==> config.mk <==
export PLATFORM = sky130hd
export DESIGN_NAME = e1_febe_mon
export DESIGN_NICKNAME = d
export VERILOG_FILES = /design/src/rtl/febe_pkg.sv /design/src/rtl/febe_ebit_pick.sv /design/src/rtl/febe_sat_count.sv /design/src/rtl/febe_rd_path.sv /design/src/rtl/e1_febe_mon.sv
export SDC_FILE = /design/constraint.sdc
export NUM_CORES = 1
export LEC_CHECK = 0
export ABC_AREA = 1
export BUFFER_PORTS_ARGS = -buffer_cell sky130_fd_sc_hd__buf_2
export CAP_MARGIN = 20
export CORE_ASPECT_RATIO = 1.75
export CORE_MARGIN = 3
export CORE_UTILIZATION = 60
export DETAILED_ROUTE_END_ITERATION = 7
export HOLD_SLACK_MARGIN = 0.05
export PLACE_DENSITY = 0.83
export SKIP_LAST_GASP = 1
export SYNTH_ARGS = -nofsm -noshare
export SYNTH_HDL_FRONTEND = slang
export SYNTH_HIERARCHICAL = 1
export SYNTH_SLANG_ARGS = --single-unit
==> constraint.sdc <==
create_clock -name clk -period 2.2 [get_ports clk]
set_input_delay 0.44 -clock clk [delete_from_list [all_inputs] [get_ports clk]]
set_output_delay 0.44 -clock clk [all_outputs]
set_load 0.1 [all_outputs]
==> src/rtl/febe_pkg.sv <==
package febe_pkg;
  localparam int unsigned FRM_W      = 4;
  localparam int unsigned EBIT_FRM_A = 13;
  localparam int unsigned EBIT_FRM_B = 15;
  localparam int unsigned REG_HI     = 7;
  localparam int unsigned REG_LO     = 8;

  typedef enum logic [1:0] {
    RSEL_NONE = 2'd0,
    RSEL_HI   = 2'd1,
    RSEL_LO   = 2'd2,
    RSEL_OTH  = 2'd3
  } rsel_e;
endpackage

==> src/rtl/febe_ebit_pick.sv <==
module febe_ebit_pick
  import febe_pkg::*;
#(
  parameter int unsigned FW = FRM_W
) (
  input  logic          stb,
  input  logic [FW-1:0] frm,
  input  logic          bit_val,
  input  logic          fas_ok,
  input  logic          crc_ok,
  output logic          hit
);
  logic ebit_slot;
  always_comb begin
    ebit_slot = stb && ((frm == FW'(EBIT_FRM_A)) || (frm == FW'(EBIT_FRM_B)));
    hit       = ebit_slot && !bit_val && fas_ok && crc_ok;
  end
endmodule

==> src/rtl/febe_sat_count.sv <==
module febe_sat_count #(
  parameter int unsigned W        = 16,
  parameter bit          SATURATE = 1'b1
) (
  input  logic         clk,
  input  logic         rst_n,
  input  logic         inc,
  input  logic         clr,
  output logic [W-1:0] cnt
);
  localparam logic [W-1:0] TOP = '1;
  localparam logic [W-1:0] ONE = W'(1);

  logic may_step;

  generate
    if (SATURATE) begin : g_sat
      assign may_step = (cnt != TOP);
    end else begin : g_wrap
      assign may_step = 1'b1;
    end
  endgenerate

  always_ff @(posedge clk) begin
    if (!rst_n)                cnt <= '0;
    else if (clr)              cnt <= inc ? ONE : '0;
    else if (inc && may_step)  cnt <= cnt + ONE;
  end

  AST_CLR_ZERO: assert property (@(posedge clk) disable iff (!rst_n)
    clr && !inc |=> cnt == '0);
  AST_CLR_KEEP: assert property (@(posedge clk) disable iff (!rst_n)
    clr && inc |=> cnt == ONE);
  AST_IDLE_HOLD: assert property (@(posedge clk) disable iff (!rst_n)
    !clr && !inc |=> $stable(cnt));
  AST_NO_WRAP: assert property (@(posedge clk) disable iff (!rst_n)
    SATURATE && !clr && cnt == TOP |=> cnt == TOP);
endmodule

==> src/rtl/febe_rd_path.sv <==
module febe_rd_path
  import febe_pkg::*;
#(
  parameter int unsigned AW     = 4,
  parameter int unsigned DW     = 8,
  parameter int unsigned HI_ADR = REG_HI,
  parameter int unsigned LO_ADR = REG_LO
) (
  input  logic          clk,
  input  logic          rst_n,
  input  logic          rd,
  input  logic [AW-1:0] addr,
  input  logic [2*DW-1:0] cnt,
  output logic          clr,
  output logic [DW-1:0] rdata
);
  rsel_e         sel;
  logic [DW-1:0] lo_copy;

  always_comb begin
    if (!rd)                        sel = RSEL_NONE;
    else if (addr == AW'(HI_ADR))   sel = RSEL_HI;
    else if (addr == AW'(LO_ADR))   sel = RSEL_LO;
    else                            sel = RSEL_OTH;
    clr = (sel == RSEL_HI);
  end

  always_ff @(posedge clk) begin
    if (!rst_n) begin
      rdata   <= '0;
      lo_copy <= '0;
    end else begin
      unique case (sel)
        RSEL_HI: begin
          rdata   <= cnt[2*DW-1:DW];
          lo_copy <= cnt[DW-1:0];
        end
        RSEL_LO: rdata <= lo_copy;
        default: rdata <= '0;
      endcase
    end
  end

  AST_IDLE_ZERO: assert property (@(posedge clk) disable iff (!rst_n)
    !rd |=> rdata == '0);
  AST_HI_BYTE: assert property (@(posedge clk) disable iff (!rst_n)
    clr |=> rdata == $past(cnt[2*DW-1:DW]));
  AST_LO_STABLE: assert property (@(posedge clk) disable iff (!rst_n)
    !clr |=> $stable(lo_copy));
endmodule

==> src/rtl/e1_febe_mon.sv <==
module e1_febe_mon
  import febe_pkg::*;
#(
  parameter int unsigned DATA_W   = 8,
  parameter int unsigned ADDR_W   = 4,
  parameter int unsigned HI_ADR   = REG_HI,
  parameter int unsigned LO_ADR   = REG_LO,
  parameter bit          SATURATE = 1'b1
) (
  input  logic              clk,
  input  logic              rst_n,
  input  logic [FRM_W-1:0]  frame_num,
  input  logic              ebit_stb,
  input  logic              rx_bit,
  input  logic              fas_lock,
  input  logic              crc_mf_lock,
  input  logic              cas_mf_lock,
  input  logic              host_rd,
  input  logic [ADDR_W-1:0] host_addr,
  output logic [DATA_W-1:0] host_rdata
);
  localparam int unsigned CNT_W = 2 * DATA_W;

  logic             ev_hit;
  logic             rd_clr;
  logic [CNT_W-1:0] count;
  logic             cas_unused;

  assign cas_unused = cas_mf_lock;

  febe_ebit_pick #(.FW(FRM_W)) u_pick (
    .stb(ebit_stb), .frm(frame_num), .bit_val(rx_bit),
    .fas_ok(fas_lock), .crc_ok(crc_mf_lock), .hit(ev_hit)
  );

  febe_sat_count #(.W(CNT_W), .SATURATE(SATURATE)) u_cnt (
    .clk(clk), .rst_n(rst_n), .inc(ev_hit), .clr(rd_clr), .cnt(count)
  );

  febe_rd_path #(.AW(ADDR_W), .DW(DATA_W), .HI_ADR(HI_ADR), .LO_ADR(LO_ADR)) u_rd (
    .clk(clk), .rst_n(rst_n), .rd(host_rd), .addr(host_addr),
    .cnt(count), .clr(rd_clr), .rdata(host_rdata)
  );

  AST_FAS_GATE: assert property (@(posedge clk) disable iff (!rst_n)
    !fas_lock && !rd_clr |=> $stable(count));
  AST_CRC_GATE: assert property (@(posedge clk) disable iff (!rst_n)
    !crc_mf_lock && !rd_clr |=> $stable(count));
  AST_OFF_FRAME: assert property (@(posedge clk) disable iff (!rst_n)
    frame_num != FRM_W'(EBIT_FRM_A) && frame_num != FRM_W'(EBIT_FRM_B) && !rd_clr
    |=> $stable(count));
endmodule

Word-level counts from Yosys, hierarchy flattened
Index checks and enable logic that the tools add are counted.

word-level totals
  register bits = 32
  bits of input ports = 16
  output and inout port bits = 8
  word-level logic and storage cells = 26

operators by class
  add/sub/neg operators = 1
  equality and inequality tests = 7
  mux-type cells = 7
  reduce and logical (&&, ||, !) cells = 8

operator list
  kind                                           number
  two-way mux 16 bit                             2
  adder 16 x 1 -> 16 bit, second input constant  1
  inequality test 16 bit, second input constant  1
  case mux 8 bit (2 select lines)                1
  == test 4 bit, second input constant           3
  logical AND 1 bit                              5
  == test 4 x 3 -> 1 bit, second input constant  1
  two-way mux 2 bit                              2
  == test 2 x 1 -> 1 bit, second input constant  1
  == test 2 bit, second input constant           1
  two-way mux 1 bit                              2
  nonzero test 2 bit                             1
  logical NOT 1 bit                              1
  logical OR 1 bit                               1

Depth between registers and ports, before layout
  depth in word-level cells = 9
  gate-level depth with buffers = 10
  depth with buffers taken out = 10

By module
The synthesis kept the hierarchy.

by module, submodules not included
  module          times used  cells each  area an instance (sq um)  seq. area each (sq um)
  febe_sat_count  1           160         1006.0                    320.3
  febe_rd_path    1           95          678.2                     320.3
  febe_ebit_pick  1           8           33.8                      0.0

Worst setup path after synthesis
OpenSTA, ideal clock, no wires.

  path kind = register to register
  start = register u_cnt.cnt[0]
  end = register u_cnt.cnt[13]
  setup time = 0.113 ns
  data arrival time = 1.380 ns
  required time = 2.087 ns
  path slack = 0.707 ns
  stages on the path, launching flop included = 9
  buffers on the path = 0
  period minus slack after synthesis = 1.493 ns
  cell sequence = dfxtp_1 ha_1 nand2_2 nor2_4 nand2_4 o21ai_4 nand2_4 nor2_1 nor2_1

between the ends
  word-level cells in the longest chain between the ends = 3
  elaborated cells on any way between the ends = 6
  those cells by class = add/sub: 1; eq/ne: 1; mux: 2; reduce/logical: 2

ends and longest elaborated chain
  item                                                                     RTL line                                    text
  start: declaration                                                       febe_sat_count.sv:9                         output logic [W-1:0] cnt
  start signal: assignment                                                 febe_sat_count.sv:26                        else if (clr) cnt <= inc ? ONE : '0;
  start signal: assignment                                                 febe_sat_count.sv:27                        else if (inc && may_step) cnt <= cnt + ONE;
  adder 16 x 1 -> 16 bit / inequality test 16 bit (equally long branches)  febe_sat_count.sv:27, febe_sat_count.sv:18
  two-way mux 16 bit / logical AND 1 bit (equally long branches)           febe_sat_count.sv:27
  two-way mux 16 bit / nonzero test 2 bit (equally long branches)          -

Several ways; a longest one is shown, not always the timed one. The select of a mux whose other input is x is not followed.
A chain may end at the register's enable or synchronous reset.

Worst setup path after layout
  start = register u_cnt.cnt[0]
  end = register u_cnt.cnt[4]

The elaborated chain is that of the path after synthesis.

==> impl_metrics.yaml <==
worst_setup_path:
  cp.arrival_ns: 1.97
  rrSetupSlack_ns: 0.40
  crit_slowest_cell: "dfxtp_1"
  worstReg2RegEnd: "u_cnt/cnt[4]"
  cpPeakStageDelay_ns: 0.42
  crit_required_ns: 2.37
  worst-path-buf-inv: 0
  start_kind: "flip-flop"
  endpoint_kind: "flip-flop"
  worstSetupPathDepth: 8
  crit_chain: "ha_1 -> nand2_2 -> nor2_4 -> nand2_4 -> o21ai_4 -> nand2_4 -> nand2_1 -> a21oi_1"
  crit_path_max_fanout: 10
  reg2reg_from: "u_cnt/cnt[0]"
  reg2reg_depth: 8
  criticalPathCategory: "reg2reg"
  cpMostUsedCell: "nand2_4"
  crit_family: "simple AND/OR/NAND/NOR gates"
detailed_routing:
  dr.pass1.iters: 4
  drc: 0
  vias: 1723
  routed_wl_um: 3880
  wl_per_cell_um: 12.2
  detail-route-antenna-nets: 0
  initialDrtViolationCount: 44
  vias_per_cell: 5.42
yosys:
  synth.distinct_cells: 21
  syn_inst: 263
  syn_nets: 280
  synth_top_area_share_pct: 37.3
  ys_warn_count: 6
  yosysSeqAreaShare_pct: 37.3
  syn_area_mm2: 0.00172
  yosysTopAreaCell: "dfxtp_1"
  synth-seq-cells: 32
  ys_top_cells_by_area: "dfxtp_1 37%, nand2_1 14%, nand3_1 10%"
  syn_avg_cell_area_um2: 6.53
global_route:
  grt_pass1_wl_um: 6460
  grt_pass1_vias: 1524
  track_usage_pct: 24.5
  grt_overflow_total: 0
  grt_max_degree: 15
  antenna_found_initial: 0
place:
  dpl_cell_area_mm2: 0.00185
  gp_congestion: 0.964
  dp.cells: 310
  dp_hpwl_um: 2800
  portBuffers: 21
power_and_ir_drop:
  power.share.clock_pct: 45.5
  peakVddDrop_uv: 824
  switching_share_pct: 22.0
  power.density_mw_per_mm2: 620
  power.internal_w: 0.000946
  p_seq_share_pct: 48.7
  p_leak_nw: 0.841
  combPwrFrac_pct: 5.8
  p_sw_w: 0.000266
timing:
  final_hold_viol_count: 0
  slew_headroom_pct: 68.1
  tightestPinTransition_ns: 0.479
  setup_viol: 0
  slew_viol_final: 0
  period_share_pct: 81.7
  fin_tns_setup_ns: 0
  clock.fmax_mhz: 556
  skew_ns: 0.00332
  rsz0062_at_grt: "no"
  period_needed_ns: 1.80
finish:
  final_area_mm2: 0.00196
  multi_input_area_um2: 916
  fillerInstances: 240
  stdcell_count: 318
  nNetsFinal: 307
  layout.area.seq_um2: 641
  final_layout_size_suffix_gt1_share_pct: 16.2
  syn2layout_area_growth_pct: 13.9
  layout_commonest_cell: "nand2_1"
  final_cell_mix: "65 x nand2_1, 44 x nor2_1, 36 x nand3_1, 35 x inv_1, 32 x dfxtp_1"
  n_antenna_cell: 0
floorplan:
  core_area_mm2: 0.00272
  initial_core_util_pct: 63.1
  dieArea_mm2: 0.00357
  ios: 24
  die_y_um: 76.8
  die_w_um: 46.5
  placementRows: 25
clock_tree:
  htreeDepth: 2
  postCtsSetupBuffers: 0
  clock_sinks: 32
  tritoncts: "done"
  holdBufCountCts: 0
  cts_resized: 0
  clock_latency_ns: 0.29
  numCtsBuffers: 5
  clk_path_buf_depth: 2
  cts_root_buf: "clkbuf_8"
  cts.clk_slew.worst_paths_ns: 0.07
status:
  status: "finished clean"
worst_hold_path:
  min_to: "u_rd/lo_copy[3]"
  min_from: "u_rd/lo_copy[3]"
  hold_path.class: "reg2reg"
  hold_depth: 2
flow_run:
  max_cap_violations: 0
-- worst register-to-register path, delay by kind of cell, from the launching register on --
family                   cells  cell delay (ns)
AO/OA/AOI/OAI                2             0.40
AND/OR/NAND/NOR              5             0.60
flip-flops                   1             0.42
adder cells (fa/ha/maj)      1             0.26
-- power by group through the flow --
stage	sequential (W)	combinational [W]	clock [W]
2_1_floorplan	0.000603	0.0000438	0
3_3_place_gp	0.000604	0.0000681	0
3_5_place_dp	0.000604	0.0000698	0
4_1_cts	0.000591	0.0000703	0.000561
5_1_grt	0.000591	0.0000793	0.000595
6_report	0.000591	0.0000702	0.000551
-- how the worst max path moves through the flow --
stage / from / endpoint
floorplan: u_cnt/cnt[0] / u_cnt/cnt[13]
global placement: host_addr[3] / u_cnt/cnt[14]
detailed placement: u_cnt/cnt[0] / u_cnt/cnt[13]
CTS: u_cnt/cnt[0] / u_cnt/cnt[4]
global route: u_cnt/cnt[0] / u_cnt/cnt[13]
finish: u_cnt/cnt[0] / u_cnt/cnt[4]
-- state kept, by name (all words and copies together) (netlist names) --
signal	flops
u_rd/rdata	8
u_rd/lo_copy	8
u_cnt/cnt	16
-- metal layers --
metal / global-route usage [%] / wire length [um]
met1: 26.5 / 1480
met2: 42.0 / 2080
met3: 5.16 / 235
met4: 12.0 / 89
met5: 0 / 0
-- logic make-up (layout without fill, tap and decap cells) --
family	after synthesis	count (layout)	share of synthesized area [%]
AO/OA/AOI/OAI	22	22	7.28
flip-flops	32	32	37.3
AND/OR/NAND/NOR	165	165	43.3
buffers and inverters	39	67	9.40
XOR/XNOR	4	4	2.04
adder cells (fa/ha/maj)	1	1	0.728
-- cell type report --
class / count / area share (%)
clock inverters: 2 / 1.79
clock buffers: 6 / 3.71
repair buffers: 24 / 6.52
flip-flops and latches: 32 / 32.7
inverters: 35 / 6.71
multi-input cells: 192 / 46.8
well taps: 27 / 1.73
-- metrics by stage --
stage                     hold slack, ns  setup slack (ns)  util [%]  total power, W
after floorplan                    0.456             0.707         -        0.000647
after global routing               0.499             0.273      71.9         0.00127
final                              0.495             0.402      71.9         0.00121
after global placement             0.464             0.474      68.0        0.000672
after detailed placement           0.478             0.451      68.0        0.000674
after CTS                          0.492             0.434      71.9         0.00122
-- synthesized netlist by cell type (all sizes together) --
cell type / instances
a21oi: 18
buf: 2
clkbuf: 2
dfxtp: 32
ha: 1
inv: 35
nand2: 71
nand3: 37
nand3b: 1
nand4: 4
nor2: 51
nor3: 1
o21ai: 4
xor2: 4
Power figures use the tool's default switching activity.
